File: src/rtl/win_wdg_pkg.sv
package win_wdg_pkg;
  localparam logic [3:0] ADDR_HI_L  = 4'd0;
  localparam logic [3:0] ADDR_HI_H  = 4'd1;
  localparam logic [3:0] ADDR_LO_L  = 4'd2;
  localparam logic [3:0] ADDR_LO_H  = 4'd3;
  localparam logic [3:0] ADDR_MSK_L = 4'd4;
  localparam logic [3:0] ADDR_MSK_H = 4'd5;
  localparam logic [3:0] ADDR_ST_L  = 4'd6;
  localparam logic [3:0] ADDR_ST_H  = 4'd7;
  localparam logic [3:0] ADDR_CTRL  = 4'd8;
  localparam int CTRL_IE_BIT   = 0;
  localparam int CTRL_FLAG_BIT = 1;
endpackage

File: src/rtl/win_wdg_cfg.sv
module win_wdg_cfg
  import win_wdg_pkg::*;
#(
  parameter int DATA_W   = 10,
  parameter int NUM_CHAN = 16
) (
  input  logic                clk_i,
  input  logic                rst_ni,
  input  logic                we_i,
  input  logic [3:0]          addr_i,
  input  logic [7:0]          wdata_i,
  output logic [DATA_W-1:0]   thr_hi_o,
  output logic [DATA_W-1:0]   thr_lo_o,
  output logic [NUM_CHAN-1:0] mask_o,
  output logic                ie_o,
  output logic [NUM_CHAN-1:0] st_clr_o,
  output logic                flag_clr_o
);
  localparam int UP_W = DATA_W - 8;

  logic [DATA_W-1:0] thr_q [2];

  // t = 0: upper bound, t = 1: lower bound
  for (genvar t = 0; t < 2; t++) begin : g_thr
    localparam logic [3:0] A_LOW = 4'(2 * t);
    localparam logic [3:0] A_UP  = 4'(2 * t + 1);
    localparam logic [DATA_W-1:0] RST_V = (t == 0) ? {DATA_W{1'b1}} : '0;
    logic [UP_W-1:0] stage_q;

    always_ff @(posedge clk_i or negedge rst_ni) begin
      if (!rst_ni) begin
        stage_q  <= '0;
        thr_q[t] <= RST_V;
      end else if (we_i) begin
        if (addr_i == A_UP)  stage_q  <= wdata_i[UP_W-1:0];
        if (addr_i == A_LOW) thr_q[t] <= {stage_q, wdata_i};
      end
    end

    assert_thr_commit_R6: assert property (@(posedge clk_i) disable iff (!rst_ni)
      !(we_i && addr_i == A_LOW) |=> $stable(thr_q[t]));
  end

  for (genvar i = 0; i < NUM_CHAN; i++) begin : g_chan
    localparam logic [3:0] A_MSK = ADDR_MSK_L + 4'(i / 8);
    localparam logic [3:0] A_ST  = ADDR_ST_L + 4'(i / 8);
    logic m_q;
    always_ff @(posedge clk_i or negedge rst_ni) begin
      if (!rst_ni)                     m_q <= 1'b0;
      else if (we_i && addr_i == A_MSK) m_q <= wdata_i[i % 8];
    end
    assign mask_o[i]   = m_q;
    assign st_clr_o[i] = we_i && addr_i == A_ST && !wdata_i[i % 8];
  end

  logic ie_q;
  always_ff @(posedge clk_i or negedge rst_ni) begin
    if (!rst_ni)                           ie_q <= 1'b0;
    else if (we_i && addr_i == ADDR_CTRL)  ie_q <= wdata_i[CTRL_IE_BIT];
  end

  assign ie_o       = ie_q;
  assign flag_clr_o = we_i && addr_i == ADDR_CTRL && !wdata_i[CTRL_FLAG_BIT];
  assign thr_hi_o   = thr_q[0];
  assign thr_lo_o   = thr_q[1];
endmodule

File: src/rtl/win_wdg_cmp.sv
module win_wdg_cmp #(
  parameter int DATA_W   = 10,
  parameter int CHAN_W   = 4,
  parameter int NUM_CHAN = 16
) (
  input  logic                clk_i,
  input  logic                rst_ni,
  input  logic                valid_i,
  input  logic [DATA_W-1:0]   data_i,
  input  logic [CHAN_W-1:0]   chan_i,
  input  logic [DATA_W-1:0]   thr_hi_i,
  input  logic [DATA_W-1:0]   thr_lo_i,
  input  logic [NUM_CHAN-1:0] mask_i,
  output logic [NUM_CHAN-1:0] ev_o
);
  logic hit;
  assign hit = (data_i >= thr_hi_i) || (data_i <= thr_lo_i);

  for (genvar i = 0; i < NUM_CHAN; i++) begin : g_ev
    assign ev_o[i] = valid_i && hit && mask_i[i] && (chan_i == CHAN_W'(i));
  end

  assert_ev_onehot_R2: assert property (@(posedge clk_i) disable iff (!rst_ni)
    $onehot0(ev_o));
  assert_ev_needs_valid_R10: assert property (@(posedge clk_i) disable iff (!rst_ni)
    !valid_i |-> ev_o == '0);
endmodule

File: src/rtl/win_wdg_sticky.sv
module win_wdg_sticky #(
  parameter int NUM_CHAN = 16
) (
  input  logic                clk_i,
  input  logic                rst_ni,
  input  logic [NUM_CHAN-1:0] set_i,
  input  logic [NUM_CHAN-1:0] clr_i,
  input  logic                flag_clr_i,
  output logic [NUM_CHAN-1:0] status_o,
  output logic                flag_o
);
  logic [NUM_CHAN-1:0] st_q;
  logic                flag_q;

  // set is applied after clear so a coincident event survives
  always_ff @(posedge clk_i or negedge rst_ni) begin
    if (!rst_ni) begin
      st_q   <= '0;
      flag_q <= 1'b0;
    end else begin
      st_q   <= (st_q & ~clr_i) | set_i;
      flag_q <= (flag_q & ~flag_clr_i) | (|set_i);
    end
  end

  for (genvar i = 0; i < NUM_CHAN; i++) begin : g_chk
    assert_set_wins_R9: assert property (@(posedge clk_i) disable iff (!rst_ni)
      set_i[i] |=> st_q[i]);
    assert_sticky_R7: assert property (@(posedge clk_i) disable iff (!rst_ni)
      (st_q[i] && !clr_i[i]) |=> st_q[i]);
  end
  assert_flag_set_R2: assert property (@(posedge clk_i) disable iff (!rst_ni)
    (|set_i) |=> flag_q);

  assign status_o = st_q;
  assign flag_o   = flag_q;
endmodule

File: src/rtl/win_wdg_top.sv
module win_wdg_top #(
  parameter int DATA_W = 10,
  parameter int CHAN_W = 4
) (
  input  logic                    clk_i,
  input  logic                    rst_ni,
  input  logic                    res_valid_i,
  input  logic [DATA_W-1:0]       res_data_i,
  input  logic [CHAN_W-1:0]       res_chan_i,
  input  logic                    reg_we_i,
  input  logic [3:0]              reg_addr_i,
  input  logic [7:0]              reg_wdata_i,
  output logic                    flag_o,
  output logic [(1<<CHAN_W)-1:0]  status_o,
  output logic                    irq_o
);
  localparam int NUM_CHAN = 1 << CHAN_W;

  logic [DATA_W-1:0]   thr_hi, thr_lo;
  logic [NUM_CHAN-1:0] mask, st_clr, ev;
  logic                ie, flag_clr;

  win_wdg_cfg #(.DATA_W(DATA_W), .NUM_CHAN(NUM_CHAN)) u_cfg (
    .clk_i, .rst_ni,
    .we_i(reg_we_i), .addr_i(reg_addr_i), .wdata_i(reg_wdata_i),
    .thr_hi_o(thr_hi), .thr_lo_o(thr_lo), .mask_o(mask), .ie_o(ie),
    .st_clr_o(st_clr), .flag_clr_o(flag_clr)
  );

  win_wdg_cmp #(.DATA_W(DATA_W), .CHAN_W(CHAN_W), .NUM_CHAN(NUM_CHAN)) u_cmp (
    .clk_i, .rst_ni,
    .valid_i(res_valid_i), .data_i(res_data_i), .chan_i(res_chan_i),
    .thr_hi_i(thr_hi), .thr_lo_i(thr_lo), .mask_i(mask), .ev_o(ev)
  );

  win_wdg_sticky #(.NUM_CHAN(NUM_CHAN)) u_st (
    .clk_i, .rst_ni,
    .set_i(ev), .clr_i(st_clr), .flag_clr_i(flag_clr),
    .status_o(status_o), .flag_o(flag_o)
  );

  assign irq_o = flag_o && ie;

  assert_irq_needs_flag_R8: assert property (@(posedge clk_i) disable iff (!rst_ni)
    irq_o |-> flag_o);
  assert_flag_rise_cause_R10: assert property (@(posedge clk_i) disable iff (!rst_ni)
    $rose(flag_o) |-> $past(res_valid_i));
  for (genvar k = 0; k < NUM_CHAN; k++) begin : g_rise
    assert_rise_enabled_R5: assert property (@(posedge clk_i) disable iff (!rst_ni)
      $rose(status_o[k]) |-> $past(res_valid_i && res_chan_i == CHAN_W'(k) && mask[k]));
  end
endmodule

File: config.mk
export PLATFORM = sky130hd
export DESIGN_NAME = win_wdg_top
export DESIGN_NICKNAME = d
export VERILOG_FILES = /design/src/rtl/win_wdg_pkg.sv /design/src/rtl/win_wdg_cfg.sv /design/src/rtl/win_wdg_cmp.sv /design/src/rtl/win_wdg_sticky.sv /design/src/rtl/win_wdg_top.sv
export SDC_FILE = /design/constraint.sdc
export NUM_CORES = 1
export LEC_CHECK = 0
export CAP_MARGIN = 10
export CORE_MARGIN = 1
export CORE_UTILIZATION = 53
export DETAILED_ROUTE_END_ITERATION = 8
export PLACE_DENSITY = 0.75
export SLEW_MARGIN = 20
export SYNTH_ARGS = -nofsm -noshare
export SYNTH_HDL_FRONTEND = slang
export SYNTH_SLANG_ARGS = --single-unit
File: constraint.sdc
create_clock -name clk_i -period 2.6 [get_ports clk_i]
set_input_delay 0.65 -clock clk_i [delete_from_list [all_inputs] [get_ports clk_i]]
set_output_delay 0.65 -clock clk_i [all_outputs]
set_load 0.005 [all_outputs]
Word level (Yosys, flattened, before mapping)
Index checks and enable logic that the tools add are counted.
{ "totals": {"reg_bits": 58, "input_bits": 30, "output_inout_bits": 18, "wordCells": 126} }
{ "classes": {"n_lt_le_gt_ge": 2, "n_eq_ne": 23, "n_bitwise": 6, "n_reduce_logical": 72} }
{ "ops": {"columns": ["operator", "n"], "rows": [
  ["logical AND 1 bit", 56],
  ["== test 4 bit (second input constant)", 9],
  ["== test 4 x 3 -> 1 bit (second input constant)", 8],
  ["AND 16 bit", 1],
  ["== test 4 x 2 -> 1 bit (second input constant)", 4],
  ["inverter 16 bit", 1],
  ["OR 16 bit", 1],
  ["OR reduction 16 bit", 1],
  ["greater-or-equal comparator 10 bit", 1],
  ["less-or-equal comparator 10 bit", 1],
  ["== test 4 x 1 -> 1 bit (second input constant)", 2],
  ["zero test 1 bit", 8],
  ["zero test 4 bit", 2],
  ["AND reduction 2 bit", 4],
  ["AND 1 bit", 1],
  ["logical OR 1 bit", 1],
  ["inverter 1 bit", 1],
  ["OR 1 bit", 1]
]} }

Depth between registers and ports, before layout
Gate-level depths: netlist (run 1).
{ "logic_depth": {"ltp_word": 7, "mapped_depth": 7, "mapped_depth_nobuf": 7} }

By module
From an unflattened synthesis (run 1), not the netlist that was laid out.
{ "hier_totals": {"hier_cells": 298, "area_unflattened_um2": 3300.7} }
{ "modules_own_cells": {"columns": ["module", "n_inst", "cells_per_inst", "area_per_inst_um2", "seq_area_each_um2"], "rows": [
  ["win_wdg_cfg", 1, 131, 1816.7, 1038.5],
  ["win_wdg_cmp", 1, 110, 828.3, 0.0],
  ["win_wdg_sticky", 1, 56, 649.4, 425.4],
  ["win_wdg_top", 1, 1, 6.3, 0.0]
]} }

Worst setup path after synthesis (run 1)
Ideal clock, no wire load.
{ "synth_path": {"path_type": "input to register", "startpoint": "in res_data_i[9]", "endpoint": "reg u_st.flag_q (netlist: u_st.flag_o)", "setup_time_ns": 0.158, "t_arrival_ns": 2.313, "required_time_ns": 2.442, "path_slack_ns": 0.130, "cell_stages": 6, "path_buffers": 0, "cell_sequence": "ha_1 -> and3_1 -> a221oi_1 -> o31ai_1 -> a222oi_1 -> o221ai_1"} }
{ "synth_via": {"elab_chain_cells": 7, "elab_cells_between_ends": 38, "cone_classes": "order compare: 2; bitwise: 1; reduce/logical: 35"} }
{ "synth_lines": {"columns": ["element", "line", "text"], "rows": [
  ["from (decl)", "win_wdg_top.sv:8", "input logic [DATA_W-1:0] res_data_i,"],
  ["greater-or-equal comparator 10 bit or less-or-equal comparator 10 bit (tied branches)", "win_wdg_cmp.sv:17", "assign hit = (data_i >= thr_hi_i) || (data_i <= thr_lo_i);"],
  ["logical OR 1 bit *", "win_wdg_cmp.sv:17", null],
  ["logical AND 1 bit *", "win_wdg_cmp.sv:20", "assign ev_o[i] = valid_i && hit && mask_i[i] && (chan_i == CHAN_W'(i));"],
  ["logical AND 1 bit (2 in series)", "win_wdg_cmp.sv:20", null],
  ["OR reduction 16 bit *", "win_wdg_sticky.sv:22", "flag_q <= (flag_q & ~flag_clr_i) | (|set_i);"],
  ["OR 1 bit *", "win_wdg_sticky.sv:22", null],
  ["to (signal assigned)", "win_wdg_sticky.sv:22", null],
  ["to (decl)", "win_wdg_sticky.sv:13", "logic flag_q;"]
]} }
Every way passes the cells marked *; elsewhere a longest branch is shown, timed or not.
A chain may end at the register's enable or synchronous reset.

Worst setup path after layout (run 1)
Same ends and word-level chain as after synthesis.

==> impl_metrics.json, run 1 <==
{
  "core-area_mm2": 0.00547,
  "num_rows": 27,
  "track_usage": 0.242,
  "fill_cells": 442,
  "r2r_cells": 8,
  "io_pins": 48,
  "crit_cells": 8,
  "criticalPathCategory": "input port to register",
  "fin_area_mm2": 0.00390,
  "total_power_w": 0.00292,
  "synth-seq-cells": 58,
  "wl_per_cell_um": 15.9,
  "status": "finished clean",
  "wl_um": 6640,
  "skew_ns": 0.00643,
  "hold_path.class": "input port to async pin",
  "post-cts-setup-buffers": 0,
  "slew_headroom": 0.624,
  "cp.arrival_ns": 2.66,
  "route.vias.total": 2352,
  "place.port_buffers": 47,
  "synth_nets": 315,
  "ir_drop_mv": 0.483,
  "cts_tree": "built",
  "avgSynthCellArea_um2": 11.3,
  "grt_pass1_vias": 2282,
  "grt_max_degree": 26,
  "yosysWarnings": 0,
  "dieArea_mm2": 0.00596,
  "place_area_mm2": 0.00370,
  "cts_max_level": 3,
  "critical_path_buf_inv_count": 2,
  "crit_fanout": 8,
  "cp_top_family": "compound AO/OA/AOI/OAI gates",
  "ys_seq_area_frac": 0.488,
  "finalCriticalPeriod_ns": 2.48,
  "clkTransAtPathRegs_ns": 0.06,
  "nNetsFinal": 390,
  "grt_pass1_wl_um": 10900,
  "synthCells": 265,
  "fin_crit_sh": 0.953,
  "gp_congestion": 0.898,
  "cpPeakStageDelay_ns": 0.43,
  "p_leak_nw": 1.71,
  "die_h_um": 77.2,
  "cp_slowest_cell": "clkdlybuf4s50_1",
  "area_delta_synth_final_pct": 30.0,
  "viasPerCell": 5.64,
  "antenna_found_initial": 0,
  "ys_types": 39,
  "clk_latency_ns": 0.33,
  "cts.sinks": 58,
  "initial_core_util": 0.548,
  "place_hpwl_um": 5030,
  "p_per_area_mw_per_mm2": 750,
  "drt_iter0_markers": 97,
  "cts-root-buf": "clkbuf_8",
  "tightest_slew_ns": 0.565,
  "hold_slack_ns": 0.309,
  "overflow": 0,
  "endpoint_kind": "register",
  "die_w_um": 77.2,
  "cp_cell_sequence": "clkdlybuf4s50_1 -> ha_1 -> and3_1 -> a221oi_2 -> o31ai_1 -> a222oi_1 -> buf_4 -> o221ai_1",
  "slew_violations": 0,
  "drive_above_1_share": 0.272,
  "cts_buffer_depth": 2,
  "worstPathRequired_ns": 2.79,
  "fmax_mhz": 404,
  "syn_area_mm2": 0.00300,
  "numCtsBuffers": 9,
  "drc": 0,
  "antenna_left": 0,
  "diodes": 0,
  "start_kind": "input port",
  "drv_cap": 0,
  "hold_buffers": 0,
  "hold_viol": 0,
  "setup_violations": 0,
  "firstDrtPassIters": 4
}
area by class of cell:
| class | count | area (um2) | area share |
|---|---|---|---|
| clock inverter | 2 | 10.0 | 0.00257 |
| clock buffer | 14 | 173 | 0.0443 |
| tap | 72 | 90.1 | 0.0231 |
| inverter | 20 | 75.1 | 0.0193 |
| multi-input combinational | 181 | 1450 | 0.372 |
| sequential | 58 | 1460 | 0.375 |
| timing repair buffer | 70 | 638 | 0.164 |
path summary, 6_finish.rpt:
path	start	to	slack, ns
hold / removal	rst_ni	u_cfg.g_chan[8].m_q	0.31
hold reg to reg	u_cfg.ie_o	u_cfg.ie_o	0.50
max in group asynchronous	rst_ni	u_cfg.thr_hi_o[7]	1.58
setup reg to reg	u_cfg.thr_hi_o[9]	u_st.flag_o	0.35
min in group clk_i	u_cfg.ie_o	u_cfg.ie_o	0.50
setup / recovery	res_data_i[9]	u_st.flag_o	0.12
cell usage after synthesis (all sizes together):
cell type | instances | share of area
clkbuf | 6 | 0.0075
a21boi | 1 | 0.0025
nand4 | 3 | 0.0063
o221ai | 1 | 0.0029
a222oi | 1 | 0.0033
nand3 | 14 | 0.023
nand2b | 2 | 0.0042
a21o | 1 | 0.0025
o21a | 1 | 0.0025
ha | 20 | 0.083
nor3b | 1 | 0.0025
a211o | 1 | 0.0029
inv | 20 | 0.025
a221oi | 2 | 0.0079
a22oi | 1 | 0.0025
a211oi | 3 | 0.0075
and4 | 1 | 0.0029
nand2 | 12 | 0.015
mux2 | 43 | 0.16
a311oi | 1 | 0.0029
o21ai | 32 | 0.053
o31ai | 6 | 0.015
mux2i | 2 | 0.0067
and2 | 4 | 0.0083
a31oi | 1 | 0.0021
dfstp | 10 | 0.088
nor2 | 4 | 0.0050
nor4b | 1 | 0.0029
and3b | 2 | 0.0058
a22o | 1 | 0.0029
nand3b | 1 | 0.0025
dfrtp | 48 | 0.40
o22ai | 1 | 0.0021
nand4b | 2 | 0.0058
a21oi | 5 | 0.0083
a2111oi | 1 | 0.0029
nor2b | 6 | 0.013
and3 | 3 | 0.0063
flip-flops by register name, indices dropped and copies added (netlist names):
name / flops
u_st.flag_o: 1
u_cfg.thr_hi_o: 10
u_st.status_o: 16
u_cfg.ie_o: 1
u_cfg.thr_lo_o: 10
u_cfg.g_thr.stage_q: 4
u_cfg.g_chan.m_q: 16
through the flow:
step                      std cells  utilization  setup slack (ns)  TNS (ns)
after floorplan                 265            -             0.130         0
after global placement          401        0.677            -0.218     -2.86
after detailed placement        401        0.677            -0.263     -3.59
after CTS                       417        0.710            0.0789         0
after global routing            417        0.712          -0.00355  -0.00355
final                           417        0.712             0.123         0
repair_timing:
item / CTS / global route
gates resized for setup: 0 / 2
setup endpoints to repair: 0 / 16
endpoints found under the hold margin: 0 / 0
cell usage in the layout, fill, tap and decap left out, types with 2 or more instances in the layout:
cell type	netlist	routed
dfrtp_1	48	48
clkdlybuf4s50_1	0	46
mux2_2	43	43
o21ai_0	32	32
buf_4	0	23
inv_1	20	20
ha_1	20	20
nand3_1	14	14
nand2_1	12	12
clkbuf_8	0	12
dfstp_2	10	10
o31ai_1	6	6
nor2b_1	6	6
a21oi_1	5	5
and2_1	4	4
nor2_1	4	4
nand4_1	3	3
and3_1	3	3
a221oi_2	1	2
nand2b_1	2	2
a211oi_1	3	2
and3b_1	2	2
nand4b_1	2	2
mux2i_1	2	2
clkbuf_1	6	2
clkinv_2	0	2
cell families after synthesis:
group,after synthesis,share of synthesized area
compound gates,60,0.124
mux,45,0.168
flops,58,0.488
fa+ha+maj,20,0.0834
simple gates,56,0.103
buf+inv,26,0.0325
routing by layer:
layer	GRT usage	routed length, um
met3	0.0655	339
met4	0.0962	100
met2	0.393	3280
met1	0.306	2920
met5	0	0
power breakdown:
group / internal (W) / total [W] / switching [W]
logic: 0.000508 / 0.000859 / 0.000351
clock network: 0.000421 / 0.000749 / 0.000328
registers: 0.00117 / 0.00132 / 0.000145
Note: power is estimated with default switching activity, not from simulation.
==> run 2, diff against run 1 <==
MAX_ROUTING_LAYER = met4   (was default)
==> run 2 against run 1 <==
Highest routed layer unchanged. Sequential power about the same. Largest cell class unchanged. Via count rose by 1.1%. Combinational power barely moved.
==> impl_metrics.json, run 2 (synthesis gave the netlist of run 1 again) <==
{
  "status": "finished clean",
  "track_usage": 0.249,
  "fmax_mhz": 402,
  "clkTransAtPathRegs_ns": 0.06,
  "die_h_um": 77.2,
  "cp_slowest_cell": "clkdlybuf4s50_1",
  "cts_max_level": 3,
  "wl_um": 6640,
  "cp.arrival_ns": 2.67,
  "antenna_found_initial": 0,
  "initial_core_util": 0.548,
  "nNetsFinal": 390,
  "finalCriticalPeriod_ns": 2.49,
  "hold_path.class": "input port to async pin",
  "drc": 0,
  "fill_cells": 442,
  "core-area_mm2": 0.00547,
  "numCtsBuffers": 9,
  "endpoint_kind": "register",
  "diodes": 0,
  "dieArea_mm2": 0.00596,
  "antenna_left": 0,
  "drt_iter0_markers": 108,
  "cts_buffer_depth": 2,
  "cp_top_family": "compound AO/OA/AOI/OAI gates",
  "dp_cells": 401,
  "worstPathRequired_ns": 2.79,
  "grt_max_degree": 26,
  "area_delta_synth_final_pct": 30.0,
  "clk_latency_ns": 0.33,
  "viasPerCell": 5.71,
  "place.port_buffers": 47,
  "criticalPathCategory": "input port to register",
  "start_kind": "input port",
  "crit_fanout": 8,
  "setup_violations": 0,
  "cts.sinks": 58,
  "route.vias.total": 2379,
  "cts-resized-gates": 0,
  "hold_viol": 0,
  "p_leak_nw": 1.71,
  "slew_violations": 0,
  "drive_above_1_share": 0.272,
  "io_pins": 48,
  "cts_tree": "built",
  "drv_cap": 0,
  "layout.cells.non_filler": 417,
  "slew_headroom": 0.628,
  "grt_pass1_wl_um": 10900,
  "finish.utilization": 0.712,
  "seq_area_mm2": 0.00146,
  "fin_area_mm2": 0.00390,
  "place_area_mm2": 0.00370,
  "cp_cell_sequence": "clkdlybuf4s50_1 -> ha_1 -> and3_1 -> a221oi_2 -> o31ai_1 -> a222oi_1 -> buf_4 -> o221ai_1",
  "skew_ns": 0.00495,
  "multi_input_comb_area_mm2": 0.00145,
  "cts-root-buf": "clkbuf_8",
  "grt_pass1_vias": 2284,
  "place_hpwl_um": 5030,
  "ir_drop_mv": 0.483,
  "fin_tns_setup_ns": 0,
  "firstDrtPassIters": 4,
  "final_cell_mix": "48 x dfrtp_1, 46 x clkdlybuf4s50_1, 43 x mux2_2",
  "wl_per_cell_um": 15.9,
  "total_power_w": 0.00292,
  "cpPeakStageDelay_ns": 0.43,
  "p_per_area_mw_per_mm2": 750,
  "post-cts-setup-buffers": 0,
  "hold_buffers": 0,
  "r2r-start": "u_cfg.thr_hi_o[9]",
  "die_w_um": 77.2,
  "num_rows": 27,
  "gp_congestion": 0.914,
  "tightest_slew_ns": 0.558,
  "final_common_cell": "dfrtp_1",
  "overflow": 0,
  "fin_crit_sh": 0.956,
  "startpoint": "res_data_i[9]",
  "critical_path_buf_inv_count": 2
}
==> run 2: routing by layer <==
metal	vias to the layer above	track usage	share of wire
li1	1135	-	-
met1	1161	0.307	0.45
met2	70	0.393	0.49
met3	13	0.0631	0.042
met4	0	0.0962	0.015
met5	-	-	0
==> run 2: report_power, final <==
part	switching (W)	total (W)	internal (W)	leakage, nW
Combinational	0.000352	0.000860	0.000508	0.912
Clock	0.000325	0.000746	0.000421	0.0965
Sequential	0.000146	0.00132	0.00117	0.703
==> run 2: cell type report <==
type	instances	area share
sequential	58	0.375
multi-input combinational	181	0.372
timing repair buffer	70	0.164
clock buffer	14	0.0443
tap	72	0.0231
inverter	20	0.0193
clock inverter	2	0.00257
==> run 2: worst paths after layout <==
check	slack, ns	cells after the start	to
worst max-delay path	0.11	8	u_st.flag_o
worst min-delay path	0.31	1	u_st.status_o[1]
worst max register to register	0.34	8	u_st.flag_o
worst min register to register	0.50	1	u_cfg.ie_o
max in group asynchronous	1.59	2	u_cfg.thr_hi_o[0]
min in group clk_i	0.50	1	u_cfg.ie_o
==> run 2: per-stage QoR <==
step	hold slack, ns	setup WS (ns)
CTS	0.309	0.0789
finish	0.308	0.114
detailed placement	0.491	-0.263
global placement	0.480	-0.218
floorplan	0.354	0.130
global route	0.333	-0.00354
==> run 2: worst register-to-register path: cells and delay by family (launching register included) <==
family          cells  cell delay (ns)
fa+ha+maj           1             0.29
compound gates      4             0.85
flops               1             0.52
simple gates        1             0.19
buf+inv             2             0.26
==> run 3, diff against run 2 <==
CORE_UTILIZATION = 55   (was 53)
MAX_ROUTING_LAYER = default   (was met4)
PLACE_DENSITY = 0.77   (was 0.75)
SYNTH_HIERARCHICAL = 1   (was default)
==> run 3 against run 2 <==
Critical endpoint is now u_st/flag_o. Wire length increased by 36%. Die area increased by 5.9%. Critical path depth up 4. First-iteration DRC count grew 87%. Critical path type unchanged. Setup slack lost 0.080 ns. Fmax shrank 3.1%. Synthesized cell count increased by 12%. Count of clock-buffer cells in the layout decreased by 2. Core utilization is 11 points higher.
==> impl_metrics.json, run 3 <==
{
  "hold_buffers": 0,
  "antenna_left": 0,
  "status": "finished clean",
  "syn_area_mm2": 0.00330,
  "place_area_mm2": 0.00396,
  "tightest_slew_ns": 0.609,
  "critical_path_buf_inv_count": 3,
  "grt_max_degree": 34,
  "synthArstFlopShare": 1.00,
  "hold_path.class": "input port to async pin",
  "wl_per_cell_um": 19.8,
  "synth-edff-count": 0,
  "p_clk_frac": 0.281,
  "cp.arrival_ns": 2.77,
  "crit_fanout": 7,
  "grt_pass1_vias": 2736,
  "cts_tree": "built",
  "cpPeakStageDelay_ns": 0.26,
  "synthCells": 298,
  "synth-seq-cells": 58,
  "clkTransAtPathRegs_ns": 0.07,
  "yosys-top-cells-area": "dfrtp_1 36%, mux2_2 11%, dfstp_2 8.0%",
  "cp_top_family": "simple AND/OR/NAND/NOR gates",
  "slew_violations": 0,
  "die_w_um": 79.5,
  "final_cell_mix": "48 x dfrtp_1, 37 x buf_4, 36 x clkdlybuf4s50_1",
  "skew_ns": 0.00512,
  "endpoint_kind": "register",
  "intPower_w": 0.00245,
  "cts_max_level": 3,
  "criticalPathCategory": "input port to register",
  "fin_tns_setup_ns": 0,
  "ff2ff_setup_slack_ns": 0.07,
  "synth_nets": 348,
  "drt_iter0_markers": 202,
  "place_hpwl_um": 5350,
  "fmax_mhz": 390,
  "numCtsBuffers": 9,
  "io_pins": 48,
  "p_leak_nw": 2.10,
  "yosysMostFrequentCell": "dfrtp_1",
  "finish.utilization": 0.821,
  "synth.largest_area_cell": "dfrtp_1",
  "antenna_found_initial": 0,
  "drv_cap": 0,
  "p_per_area_mw_per_mm2": 744,
  "p_switching_w": 0.000998,
  "avgSynthCellArea_um2": 11.1,
  "worstReg2RegEnd": "u_st/flag_o",
  "place.port_buffers": 47,
  "yosys-top-cells-count": "48 x dfrtp_1, 35 x inv_1, 32 x mux2_2",
  "final_common_cell": "dfrtp_1",
  "p_sw_frac": 0.290,
  "fin_area_mm2": 0.00463,
  "core-area_mm2": 0.00564,
  "ys_seq_area_frac": 0.444,
  "firstDrtPassIters": 5,
  "synth_top_cell_area_share": 0.364,
  "cts_buffer_depth": 2,
  "cts-root-buf": "clkbuf_8",
  "fill_cells": 323,
  "drc": 0,
  "fin_crit_sh": 0.987,
  "setup_violations": 0,
  "cp_slowest_cell": "a311oi_4",
  "crit_end": "u_st/flag_o",
  "cts.sinks": 58,
  "r2r-start": "u_cfg/thr_hi_o[8]",
  "route.vias.total": 2625,
  "finalCriticalPeriod_ns": 2.57,
  "track_usage": 0.289,
  "hold_viol": 0,
  "drive_above_1_share": 0.449,
  "pwr-share-seq": 0.375,
  "dieArea_mm2": 0.00631,
  "startpoint": "res_data_i[5]",
  "area_delta_synth_final_pct": 40.3,
  "combPwrFrac": 0.343,
  "slew_headroom": 0.594,
  "synthFlopType": "dfrtp_1",
  "gp_congestion": 0.853,
  "crit_cells": 12,
  "initial_core_util": 0.585,
  "yosysWarnings": 6,
  "hold_slack_ns": 0.318,
  "die_h_um": 79.5,
  "grt_pass1_wl_um": 13500,
  "overflow": 0,
  "ir_drop_mv": 0.525,
  "start_kind": "input port",
  "r2r_cells": 12,
  "wl_um": 9010,
  "num_rows": 27,
  "worstPathRequired_ns": 2.81,
  "viasPerCell": 5.77,
  "ys_types": 40,
  "cp_cell_sequence": "clkdlybuf4s15_1 -> ha_4 -> and4_4 -> nor2b_4 -> a311oi_4 -> buf_4 -> o31a_4 -> buf_6 -> a21oi_2 -> nor4_2 -> and3_1 -> nand3_1",
  "clk_latency_ns": 0.34,
  "diodes": 0,
  "nNetsFinal": 428
}
run 3: worst min path at each step:
stage,to,slack [ns],cells past startpoint
2_1_floorplan,u_cfg/g_chan[0].m_q,0.35,0
3_3_place_gp,u_st/status_o[10],0.46,1
3_5_place_dp,u_st/status_o[0],0.46,1
4_1_cts,u_cfg/thr_lo_o[3],0.33,1
5_1_grt,u_cfg/thr_lo_o[3],0.35,1
6_report,u_cfg/thr_lo_o[3],0.32,1
run 3: metrics by stage:
step           worst slack [ns]  power, W  std cells
3_3_place_gp             -0.492   0.00212        428
3_5_place_dp             -0.580   0.00216        428
5_1_grt                 -0.0511   0.00360        455
4_1_cts                 -0.0861   0.00329        452
2_1_floorplan            0.0490   0.00184        298
6_report                 0.0346   0.00344        455
run 3: layer usage:
layer  up-vias  GRT usage  share of wire
met4         0      0.109          0.023
li1       1181          -              -
met1      1303      0.345           0.41
met2       117      0.490           0.51
met5         -          0              0
met3        24     0.0811          0.063
run 3: cell type report:
type / instances / area [um2] / share of cell area
clock buffer: 12 / 165 / 0.0357
clock inverter: 4 / 72.6 / 0.0157
inverter: 35 / 131 / 0.0284
multi-input combinational: 184 / 1870 / 0.405
sequential: 58 / 1460 / 0.316
tap: 72 / 90.1 / 0.0195
timing repair buffer: 90 / 832 / 0.180
run 3: worst reg2reg max path, delay by kind of cell (launching register included):
kind | cells | cell delay (ns)
buffers and inverters | 3 | 0.33
AOI/OAI and AO/OA | 4 | 0.74
DFF | 1 | 0.53
adders and majority gates | 1 | 0.20
and+or+nand+nor | 4 | 0.61
run 3: power by group through the flow:
stage | clock network [W] | logic [W] | registers (W)
3_3_place_gp | 0 | 0.000836 | 0.00129
6_report | 0.000969 | 0.00118 | 0.00129
5_1_grt | 0.00102 | 0.00126 | 0.00132
3_5_place_dp | 0 | 0.000869 | 0.00129
2_1_floorplan | 0 | 0.000573 | 0.00127
4_1_cts | 0.000981 | 0.00103 | 0.00128
run 3: cell families after synthesis:
kind of cell	count (synthesis)	share of synthesized area
adder cells (fa/ha/maj)	20	0.0758
multiplexers	41	0.149
buffers and inverters	57	0.0902
flip-flops	58	0.444
AND/OR/NAND/NOR	75	0.126
AO/OA/AOI/OAI	47	0.115
run 3: repair_timing:
item | CTS | global route
gates resized for setup | 34 | 34
buffers inserted | 6 | 4
gates cloned | 2 | 0
pin swaps | 18 | 16
setup endpoints to repair | 6 | 10
